===== config.mk =====
export PLATFORM = sky130hd
export DESIGN_NAME = dawt_filter_pair
export DESIGN_NICKNAME = d
export VERILOG_FILES = /design/src/rtl/dawt_pkg.sv /design/src/rtl/dawt_coef_rom.sv /design/src/rtl/dawt_scale_acc.sv /design/src/rtl/dawt_filter_pair.sv
export SDC_FILE = /design/constraint.sdc
export NUM_CORES = 1
export LEC_CHECK = 0
export CAP_MARGIN = 30
export CORE_MARGIN = 2
export CORE_UTILIZATION = 55
export CTS_CLUSTER_DIAMETER = 40
export CTS_CLUSTER_SIZE = 14
export DETAILED_ROUTE_END_ITERATION = 8
export GPL_ROUTABILITY_DRIVEN = 0
export PLACE_DENSITY = 0.74
export SYNTH_ARGS = -nofsm -noshare
export SYNTH_HDL_FRONTEND = slang
export SYNTH_SLANG_ARGS = --single-unit

===== constraint.sdc =====
create_clock -name clk -period 6.1 [get_ports clk]
set_clock_uncertainty 0.05 [all_clocks]
set_input_delay 1.22 -clock clk [delete_from_list [all_inputs] [get_ports clk]]
set_output_delay 1.22 -clock clk [all_outputs]
set_load 0.02 [all_outputs]

===== src/rtl/dawt_pkg.sv =====
package dawt_pkg;

    localparam int COEF_W = 8;   // table word width
    localparam int FRAC   = 6;   // fractional bits of the coefficients

    typedef enum logic { ST_FILL = 1'b0, ST_EVAL = 1'b1 } dawt_st_e;

    // low-band coefficients, signed Q1.6
    function automatic int lo_coef(int taps, int k);
        if (taps == 6) begin
            case (k)
                0: return 21;
                1: return 52;
                2: return 29;
                3: return -9;
                4: return -5;
                default: return 2;
            endcase
        end
        case (k)
            0: return 31;
            1: return 54;
            2: return 14;
            default: return -8;
        endcase
    endfunction

    // high-band coefficients: reversed low-band with alternating sign
    function automatic int hi_coef(int taps, int k);
        int m;
        m = lo_coef(taps, taps - 1 - k);
        return (k % 2 == 0) ? m : -m;
    endfunction

    // table entry: sum of the coefficients whose address bit is set
    function automatic int entry_sum(int taps, bit high, int addr);
        int s;
        s = 0;
        for (int i = 0; i < taps; i++) begin
            if (((addr >> i) & 1) == 1)
                s += high ? hi_coef(taps, i) : lo_coef(taps, i);
        end
        return s;
    endfunction

    function automatic int abs_coef_sum(int taps);
        int s;
        s = 0;
        for (int i = 0; i < taps; i++)
            s += (lo_coef(taps, i) < 0) ? -lo_coef(taps, i) : lo_coef(taps, i);
        return s;
    endfunction

endpackage


===== src/rtl/dawt_coef_rom.sv =====
module dawt_coef_rom
    import dawt_pkg::*;
#(
    parameter int TAPS = 4,
    parameter bit HIGH = 1'b0
) (
    input  logic [TAPS-1:0]          addr,
    output logic signed [COEF_W-1:0] word
);
    localparam int DEPTH = 1 << TAPS;

    logic signed [COEF_W-1:0] tbl [DEPTH];

    for (genvar a = 0; a < DEPTH; a++) begin : g_entry
        localparam int VAL = entry_sum(TAPS, HIGH, a);
        assign tbl[a] = COEF_W'(VAL);
    end

    assign word = tbl[addr];

endmodule


===== src/rtl/dawt_scale_acc.sv =====
module dawt_scale_acc
    import dawt_pkg::*;
#(
    parameter int ACC_W = 18,
    parameter int OUT_W = 10
) (
    input  logic                     clk,
    input  logic                     rst,
    input  logic                     step,
    input  logic                     msb,
    input  logic                     lsb,
    input  logic                     tag_high,
    input  logic signed [COEF_W-1:0] lut,
    output logic                     res_valid,
    output logic                     res_high,
    output logic signed [OUT_W-1:0]  res_data
);
    localparam logic signed [ACC_W-1:0] HALF = ACC_W'(1) << (FRAC - 1);

    typedef struct packed {
        logic signed [ACC_W-1:0] acc;
        logic                    vld;
        logic                    hi;
        logic signed [OUT_W-1:0] res;
    } acc_s;

    acc_s cur_q, nxt_d;
    logic signed [ACC_W-1:0] term, base, sum, rnd;

    always_comb begin
        nxt_d     = cur_q;
        nxt_d.vld = 1'b0;
        term = {{(ACC_W-COEF_W){lut[COEF_W-1]}}, lut};
        if (msb) term = -term;            // sign bit-plane carries negative weight
        base = msb ? '0 : (cur_q.acc <<< 1);
        sum  = base + term;
        rnd  = (sum + HALF) >>> FRAC;
        if (step) begin
            nxt_d.acc = sum;
            if (lsb) begin
                nxt_d.vld = 1'b1;
                nxt_d.hi  = tag_high;
                nxt_d.res = OUT_W'(rnd);
            end
        end
    end

    always_ff @(posedge clk) begin
        if (rst) cur_q <= '0;
        else     cur_q <= nxt_d;
    end

    assign res_valid = cur_q.vld;
    assign res_high  = cur_q.hi;
    assign res_data  = cur_q.res;

endmodule


===== src/rtl/dawt_filter_pair.sv =====
module dawt_filter_pair
    import dawt_pkg::*;
#(
    parameter int IN_W = 8,
    parameter int TAPS = 4
) (
    input  logic                   clk,
    input  logic                   rst,
    input  logic                   in_valid,
    output logic                   in_ready,
    input  logic [IN_W-1:0]        in_data,
    input  logic                   row_last,
    output logic                   out_valid,
    output logic                   out_high,
    output logic signed [IN_W+1:0] out_data
);
    localparam int OUT_W  = IN_W + 2;
    localparam int ACC_W  = IN_W + 10;
    localparam int HEAD_N = TAPS - 2;
    localparam int BIT_W  = $clog2(IN_W);
    localparam int FILL_W = $clog2(TAPS + 1);
    localparam int WIX_W  = $clog2(HEAD_N + 1);

    typedef struct packed {
        dawt_st_e                       st;
        logic [TAPS-1:0][IN_W-1:0]      win;
        logic [HEAD_N-1:0][IN_W-1:0]    head;
        logic [FILL_W-1:0]              fill;
        logic                           odd;
        logic                           wrap;
        logic [WIX_W-1:0]               wix;
        logic [BIT_W-1:0]               bitp;
        logic                           sel;    // 1: low-band table, 0: high-band table
    } ctl_s;

    ctl_s cur_q, nxt_d;

    logic [TAPS-1:0]          plane;
    logic signed [COEF_W-1:0] lo_word, hi_word, lut_word;
    logic                     step, msb, lsb;

    always_comb begin
        for (int i = 0; i < TAPS; i++) plane[i] = cur_q.win[i][cur_q.bitp];
    end

    dawt_coef_rom #(.TAPS(TAPS), .HIGH(1'b0)) lo_rom_i (.addr(plane), .word(lo_word));
    dawt_coef_rom #(.TAPS(TAPS), .HIGH(1'b1)) hi_rom_i (.addr(plane), .word(hi_word));

    assign lut_word = cur_q.sel ? lo_word : hi_word;
    assign step     = (cur_q.st == ST_EVAL);
    assign msb      = (cur_q.bitp == BIT_W'(IN_W - 1));
    assign lsb      = (cur_q.bitp == '0);
    assign in_ready = (cur_q.st == ST_FILL);

    always_comb begin
        logic             fire;
        logic [FILL_W-1:0] fill_n;
        nxt_d  = cur_q;
        fire   = 1'b0;
        fill_n = cur_q.fill;
        if (cur_q.st == ST_FILL) begin
            if (in_valid) begin
                for (int i = 0; i < TAPS - 1; i++) nxt_d.win[i] = cur_q.win[i+1];
                nxt_d.win[TAPS-1] = in_data;
                for (int j = 0; j < HEAD_N; j++)
                    if (cur_q.fill == FILL_W'(j)) nxt_d.head[j] = in_data;
                if (cur_q.fill < FILL_W'(TAPS)) fill_n = cur_q.fill + 1'b1;
                fire       = (fill_n == FILL_W'(TAPS)) && cur_q.odd;
                nxt_d.fill = fill_n;
                nxt_d.odd  = ~cur_q.odd;
                if (row_last) begin
                    nxt_d.fill = '0;
                    nxt_d.odd  = 1'b0;
                end
                if (fire) begin
                    nxt_d.st   = ST_EVAL;
                    nxt_d.bitp = BIT_W'(IN_W - 1);
                    nxt_d.sel  = 1'b1;
                    nxt_d.wrap = row_last;
                    nxt_d.wix  = '0;
                end
            end
        end else begin
            if (!lsb) begin
                nxt_d.bitp = cur_q.bitp - 1'b1;
            end else begin
                nxt_d.bitp = BIT_W'(IN_W - 1);
                if (cur_q.sel) begin
                    nxt_d.sel = 1'b0;
                end else begin
                    nxt_d.sel = 1'b1;
                    if (cur_q.wrap && cur_q.wix < WIX_W'(HEAD_N)) begin
                        for (int i = 0; i < TAPS - 2; i++) nxt_d.win[i] = cur_q.win[i+2];
                        for (int j = 0; j < HEAD_N; j += 2) begin
                            if (cur_q.wix == WIX_W'(j)) begin
                                nxt_d.win[TAPS-2] = cur_q.head[j];
                                nxt_d.win[TAPS-1] = cur_q.head[j+1];
                            end
                        end
                        nxt_d.wix = cur_q.wix + WIX_W'(2);
                    end else begin
                        nxt_d.st   = ST_FILL;
                        nxt_d.wrap = 1'b0;
                        nxt_d.wix  = '0;
                    end
                end
            end
        end
    end

    always_ff @(posedge clk) begin
        if (rst) cur_q <= '0;
        else     cur_q <= nxt_d;
    end

    dawt_scale_acc #(.ACC_W(ACC_W), .OUT_W(OUT_W)) acc_i (
        .clk      (clk),
        .rst      (rst),
        .step     (step),
        .msb      (msb),
        .lsb      (lsb),
        .tag_high (~cur_q.sel),
        .lut      (lut_word),
        .res_valid(out_valid),
        .res_high (out_high),
        .res_data (out_data)
    );

endmodule


==> run metrics, run 1 <==
Area contributors post-synth dfxtp_1 (32%), ha_1 (7.7%), a211oi_1 (6.6%); clk_lat worst skew 370 ps; CP Launch Type register; layout cells sized above 1 under 10%; top-level I/O count 25; WL final around 12000 um; critical path's largest stage delay approximately 630 ps; vias in the first global route 4053; WP data required 6270 ps; Leak ~2.1 nW; total track usage 23.0%; Final Max Slew Viols 0; Fin Hold WS 409 ps; final hold vios 0; hold path depth 2; Die H 103 um; cell row count 36; worst r2r src cur_q[1]; Max Cap Violations 0; Starting DRT DRC Count 314; Avg WL per Cell 15.6 um; syn_nets 663; largest net degree at the start of global routing 87; crit-path max FO 13; ys flop type dfxtp_1; worst r2r dst acc_i.res_data[9]; Avg Inst Size Synth 8.69 um2; critical path class register to register; Post-synth EDFFs 0; peak supply drop ~0.19 mV; Final Critical Period 5570 ps; Post-DP HPWL 8200 um; status finished clean; Hold Path Class register to register; Seq/Total Area, Yosys 32.1%; DR vias 4410; Hold Path End acc_i.res_data[0]; Post-Syn Instances ~620; Netlist cell types 66; area grow syn2layout 7.60%; Buffers on Ports 24; first-pass GRT wire length just under 20000 um; period utilization 91.3%; share of the synthesized area in the top cell type 32.1%; Rel. slew slack 39.8%; postcts setup bufs 0; critical path cell sequence mux4_2, mux2i_4, inv_2, ha_1, mux2_2, ha_1, nor2_1, a21oi_1, ha_1, fa_1, a211oi_1, o21ai_1, a21boi_0, xor2_2, nor3_1, and4_1, a211oi_1, nor4_2; Worst R2R Setup Slack around 530 ps; CTS root buffer clkbuf_8; final setup violation count 0; Die Width between 100 and 150 um; Num CTS Buffers 9; initial antenna violation count 0; cell with the most instances after synthesis nor2_1; synth cell count leaders nor2_1 (91), dfxtp_1 (86), a211oi_1 (47); drc violations 0; RSZ-0062 raised after global routing false; die area 10600 um2; Worst R2R Path Depth 18; crit path DAT 5740 ps; Core Region 9640 um2; worst slew pin tran 902 ps; ANT cells 0; post-synth top area cell dfxtp_1; # nets final about 660; power density over cell area 217 nW/um2; CTS Sinks 86; total grt overflow 0; FFs w/ async S/R, synth 0%; #FFs+latches synth 86; via/cell ratio 5.90; Critical Path Sink Type register; total negative slack 0 ps; FMAX 0.180 GHz; CTS H-tree depth 3; Synth Cell Area between 5000 and 6000 um2; CTS tree done; clock-pin slew on the worst setup and hold paths 90 ps; Fill cells 882; drt first pass iters 5; Hold Crit Start acc_i.res_data[0]; Synth Warn # 0; Worst path most repeated cell ha_1; CP max-delay cell mux4_2; Initial Util 55.6%; antenna-violating nets left 0; clk buf depth 2
[layout by cell type, fill, tap and decap left out, drive strengths merged, types with 3 or more instances in the layout]
master	n
inv	13
nor3	9
a22oi	33
clkdlybuf4s50	23
clkbuf	10
nor4	3
dfxtp	86
a311oi	3
nand2	43
buf	8
nand3	9
mux4	7
a21oi	35
and3	6
a21boi	7
o21ai	22
and2	22
a21o	5
xor2	11
xnor2	17
nor2b	3
ha	33
nor2	92
o211ai	7
mux2i	31
a211oi	47
nand2b	3
a31oi	3
[through the flow]
| step | setup slack [ps] | cells | total power [W] | area (um2) | util (%) |
|---|---|---|---|---|---|
| after floorplan | 999 | 617 | 0.000767 | 5360 | - |
| after CTS | 365 | 747 | 0.00126 | 5760 | 59.8 |
| after global routing | 113 | 747 | 0.00130 | 5770 | 59.9 |
| after global placement | 602 | 731 | 0.000811 | 5540 | 57.5 |
| final | 533 | 747 | 0.00125 | 5770 | 59.9 |
| after detailed placement | 400 | 732 | 0.000818 | 5550 | 57.6 |
[critical path: cells and delay by family, from the launching register on]
| family | cells | cell delay (ps) |
|---|---|---|
| AO/OA/AOI/OAI | 5 | 1210 |
| XOR/XNOR | 1 | 340 |
| adder cells (fa/ha/maj) | 4 | 1310 |
| buffers and inverters | 1 | 170 |
| flip-flops | 1 | 490 |
| multiplexers | 3 | 1320 |
| AND/OR/NAND/NOR | 4 | 550 |
[state kept, by name, summed over array words and instances, names as in the netlist]
register         flops
acc_i.cur_q         15
step                 1
cur_q               58
acc_i.res_high       1
acc_i.res_valid      1
acc_i.res_data      10
[metal layers]
metal	track usage [%]	vias to the layer above	wire, um
met2	35.6	118	5360
met3	4.00	23	562
met5	0	-	0
li1	-	2203	-
met4	8.60	0	218
met1	32.2	2066	5500
[area by class of cell]
cell class	instances	area, um2	area share, %
Multi-Input combinational cell	470	3340	57.8
Timing Repair Buffer	31	288	4.99
Clock inverter	5	82.6	1.43
Tap cell	133	166	2.88
Clock buffer	10	128	2.21
Inverter	12	47.5	0.824
Sequential cell	86	1720	29.9
[where the power goes]
group	switching, W	internal [W]
combinational	0.000129	0.0000859
clock	0.000213	0.000230
sequential	0.0000163	0.000579
[timing repair]
action	CTS	global route
endpoints found under the setup margin	0	4
hold endpoints to repair	0	0
hold buffers	0	0
gates resized for setup	0	3
[how the worst max path moves through the flow]
stage | start | end | cells after the start
after global routing | cur_q[3] | acc_i.res_data[9] | 21
after floorplan | cur_q[1] | acc_i.res_data[9] | 19
after global placement | cur_q[1] | acc_i.res_data[9] | 18
after detailed placement | cur_q[3] | acc_i.res_data[9] | 18
final | cur_q[1] | acc_i.res_data[9] | 18
after CTS | cur_q[3] | acc_i.res_data[9] | 18
[cell families after synthesis]
family	share of synthesized area, %
compound gates	22.4
xor+xnor	4.57
fa+ha+maj	8.07
buf+inv	6.04
flops	32.1
mux	9.66
simple gates	17.1
No activity file was read; power rests on OpenSTA's default activity.
==> run 2: changes to the inputs <==
PLACE_DENSITY = 0.73   (was 0.74)
SYNTH_HIERARCHICAL = 1   (was not set)
==> run metrics, run 2 <==
postcts setup bufs 0; #FFs+latches synth 86; Num CTS Buffers 9; ys flop type dfxtp_1; Worst R2R Path Depth 22; final hold vios 0; Die Width 105 um; max FFs per register slightly below 60; die area 11000 um2; Initial Util between 50% and 60%; Pint 0.000873 W; Max Cap Violations 0; commonest non-fill, non-tap cells in the layout dfxtp_1 (85), nor2_1 (82), nand2_1 (44), a22oi_1 (34), ha_1 (31); DR vias 4379; via/cell ratio between 5 and 6; Post-DP HPWL roughly 8000 um; total negative slack 0 ps; most common cell after layout, fill and taps aside dfxtp_1; Netlist cell types 64; status finished clean; layout cells sized above 1 14.8%; final setup violation count 0; top-level I/O count 25; crit path DAT about 6000 ps; cell row count 36; Post-synth EDFFs 0; Hold Path Class register to register; crit-path max FO 11; Sw Pwr 0.000361 W; WL final 11500 um; Leak 2.17 nW; drt first pass iters 4; CTS tree done; design area 5970 um2; CTS root buffer clkbuf_8; area occupied by multi-input gates around 3500 um2; Rel. slew slack 47.5%; vias in the first global route 4218; Final Max Slew Viols 0; Synth Warn # 6; Placement Setup Slack 146 ps; FFs w/ async S/R, synth 0%; total track usage 21.7%; clock-pin slew on the worst setup and hold paths 90 ps; worst slew pin tran 784 ps; Post-Syn Instances 629; switching part of the total 29.2%; period utilization between 90% and 100%; Post-DP Area 5730 um2; critical path class register to register; Storage cell area 1730 um2; combinational power share 17.9%; CP Launch Type register; Clock power frac 33.9%; RSZ-0062 raised after global routing false; fraction of power consumed by sequential logic 48.1%; area grow syn2layout 6.58%; ANT cells 0; clk buf depth 2; hold_buf cts 0; Buffers on Ports 24; CTS H-tree depth 3; total grt overflow 0; post_cts resized 0; peak supply drop 0.191 mV; Area contributors post-synth dfxtp_1 (31%), ha_1 (6.9%), a211oi_2 (6.3%); Critical Path Sink Type register; Final Critical Period between 5000 and 6000 ps; Seq/Total Area, Yosys a little over 30%; Worst Slack Setup Final 504 ps; CTS Sinks 86; post-synth top area cell dfxtp_1; largest reg by FF count cur_q; share of the synthesized area in the top cell type 30.7%; Avg Inst Size Synth 8.91 um2; power density over cell area 207 nW/um2; Starting DRT DRC Count 191; synth cell count leaders dfxtp_1 (86), nor2_1 (83), nand2_1 (44); Fill cells 874; WP data required about 6300 ps; syn_nets between 600 and 700; # nets final 659; clk_lat worst skew 360 ps; cell with the most instances after synthesis dfxtp_1; Synth Cell Area 5610 um2; largest net degree at the start of global routing 88; drc violations 0; first-pass GRT wire length 19800 um; FMAX about 0.18 GHz; Core Region 9820 um2; Avg WL per Cell 15.2 um; Die H ~100 um; hold path depth 2; initial antenna violation count 0; antenna-violating nets left 0
==> run 2: cell families after synthesis <==
group                      share of synthesized area, %
and+or+nand+nor                                    16.6
DFF                                                30.7
AOI/OAI and AO/OA                                  22.7
muxes                                              10.4
buffers and inverters                              7.37
adders and majority gates                          7.28
xor gates and xnor gates                           4.96
==> run 2: worst max-delay path, stage by stage (launching register included) <==
cell	delay (ps)
dfxtp_4	460
mux4_2	510
mux2_2	350
inv_1	160
ha_1	200
nor2_1	40
a21oi_1	120
o21ai_1	80
mux2_2	310
nor3_1	210
nand3_1	150
nor3_2	200
inv_1	70
ha_1	260
o21ai_0	180
ha_1	320
and2_1	210
a311oi_1	460
xnor2_2	210
nor4b_2	400
nand2_1	140
xor2_1	170
a211oi_1	220
==> run 2: final timing paths <==
kind | start | to | slack [ps]
worst max-delay path | cur_q[1] | acc_i/res_data[7] | 500
worst min-delay path | cur_q[13] | cur_q[13] | 410
worst max register to register | cur_q[1] | acc_i/res_data[7] | 500
worst min register to register | cur_q[13] | cur_q[13] | 410
==> run 2: per-stage QoR <==
step | std cells | util [%] | total power, W | hold WS [ps]
2_1_floorplan | 629 | - | 0.000784 | 386
3_3_place_gp | 736 | 58.4 | 0.000816 | 393
3_5_place_dp | 736 | 58.4 | 0.000823 | 398
4_1_cts | 752 | 60.4 | 0.00124 | 409
5_1_grt | 753 | 60.8 | 0.00129 | 425
6_report | 753 | 60.8 | 0.00123 | 409
==> run 2: power by group through the flow <==
stage,clock [W],sequential [W],combinational (W)
detailed placement,0,0.000607,0.000216
finish,0.000419,0.000594,0.000221
floorplan,0,0.000602,0.000182
global placement,0,0.000606,0.000210
CTS,0.000427,0.000594,0.000218
global route,0.000451,0.000596,0.000246
==> run 2: final cells by class <==
| cell class | count | share of cell area (%) |
|---|---|---|
| Timing Repair Buffer | 31 | 5.19 |
| Sequential cell | 86 | 28.9 |
| Inverter | 23 | 1.45 |
| Tap cell | 133 | 2.79 |
| Multi-Input combinational cell | 464 | 58.4 |
| Clock inverter | 5 | 0.963 |
| Clock buffer | 11 | 2.37 |
==> run 2: routing by layer <==
| metal | routed length [um] | global-route usage [%] |
|---|---|---|
| met1 | 5390 | 28.3 |
| met2 | 5640 | 37.0 |
| met3 | 293 | 3.56 |
| met4 | 148 | 6.10 |
| met5 | 0 | 0 |
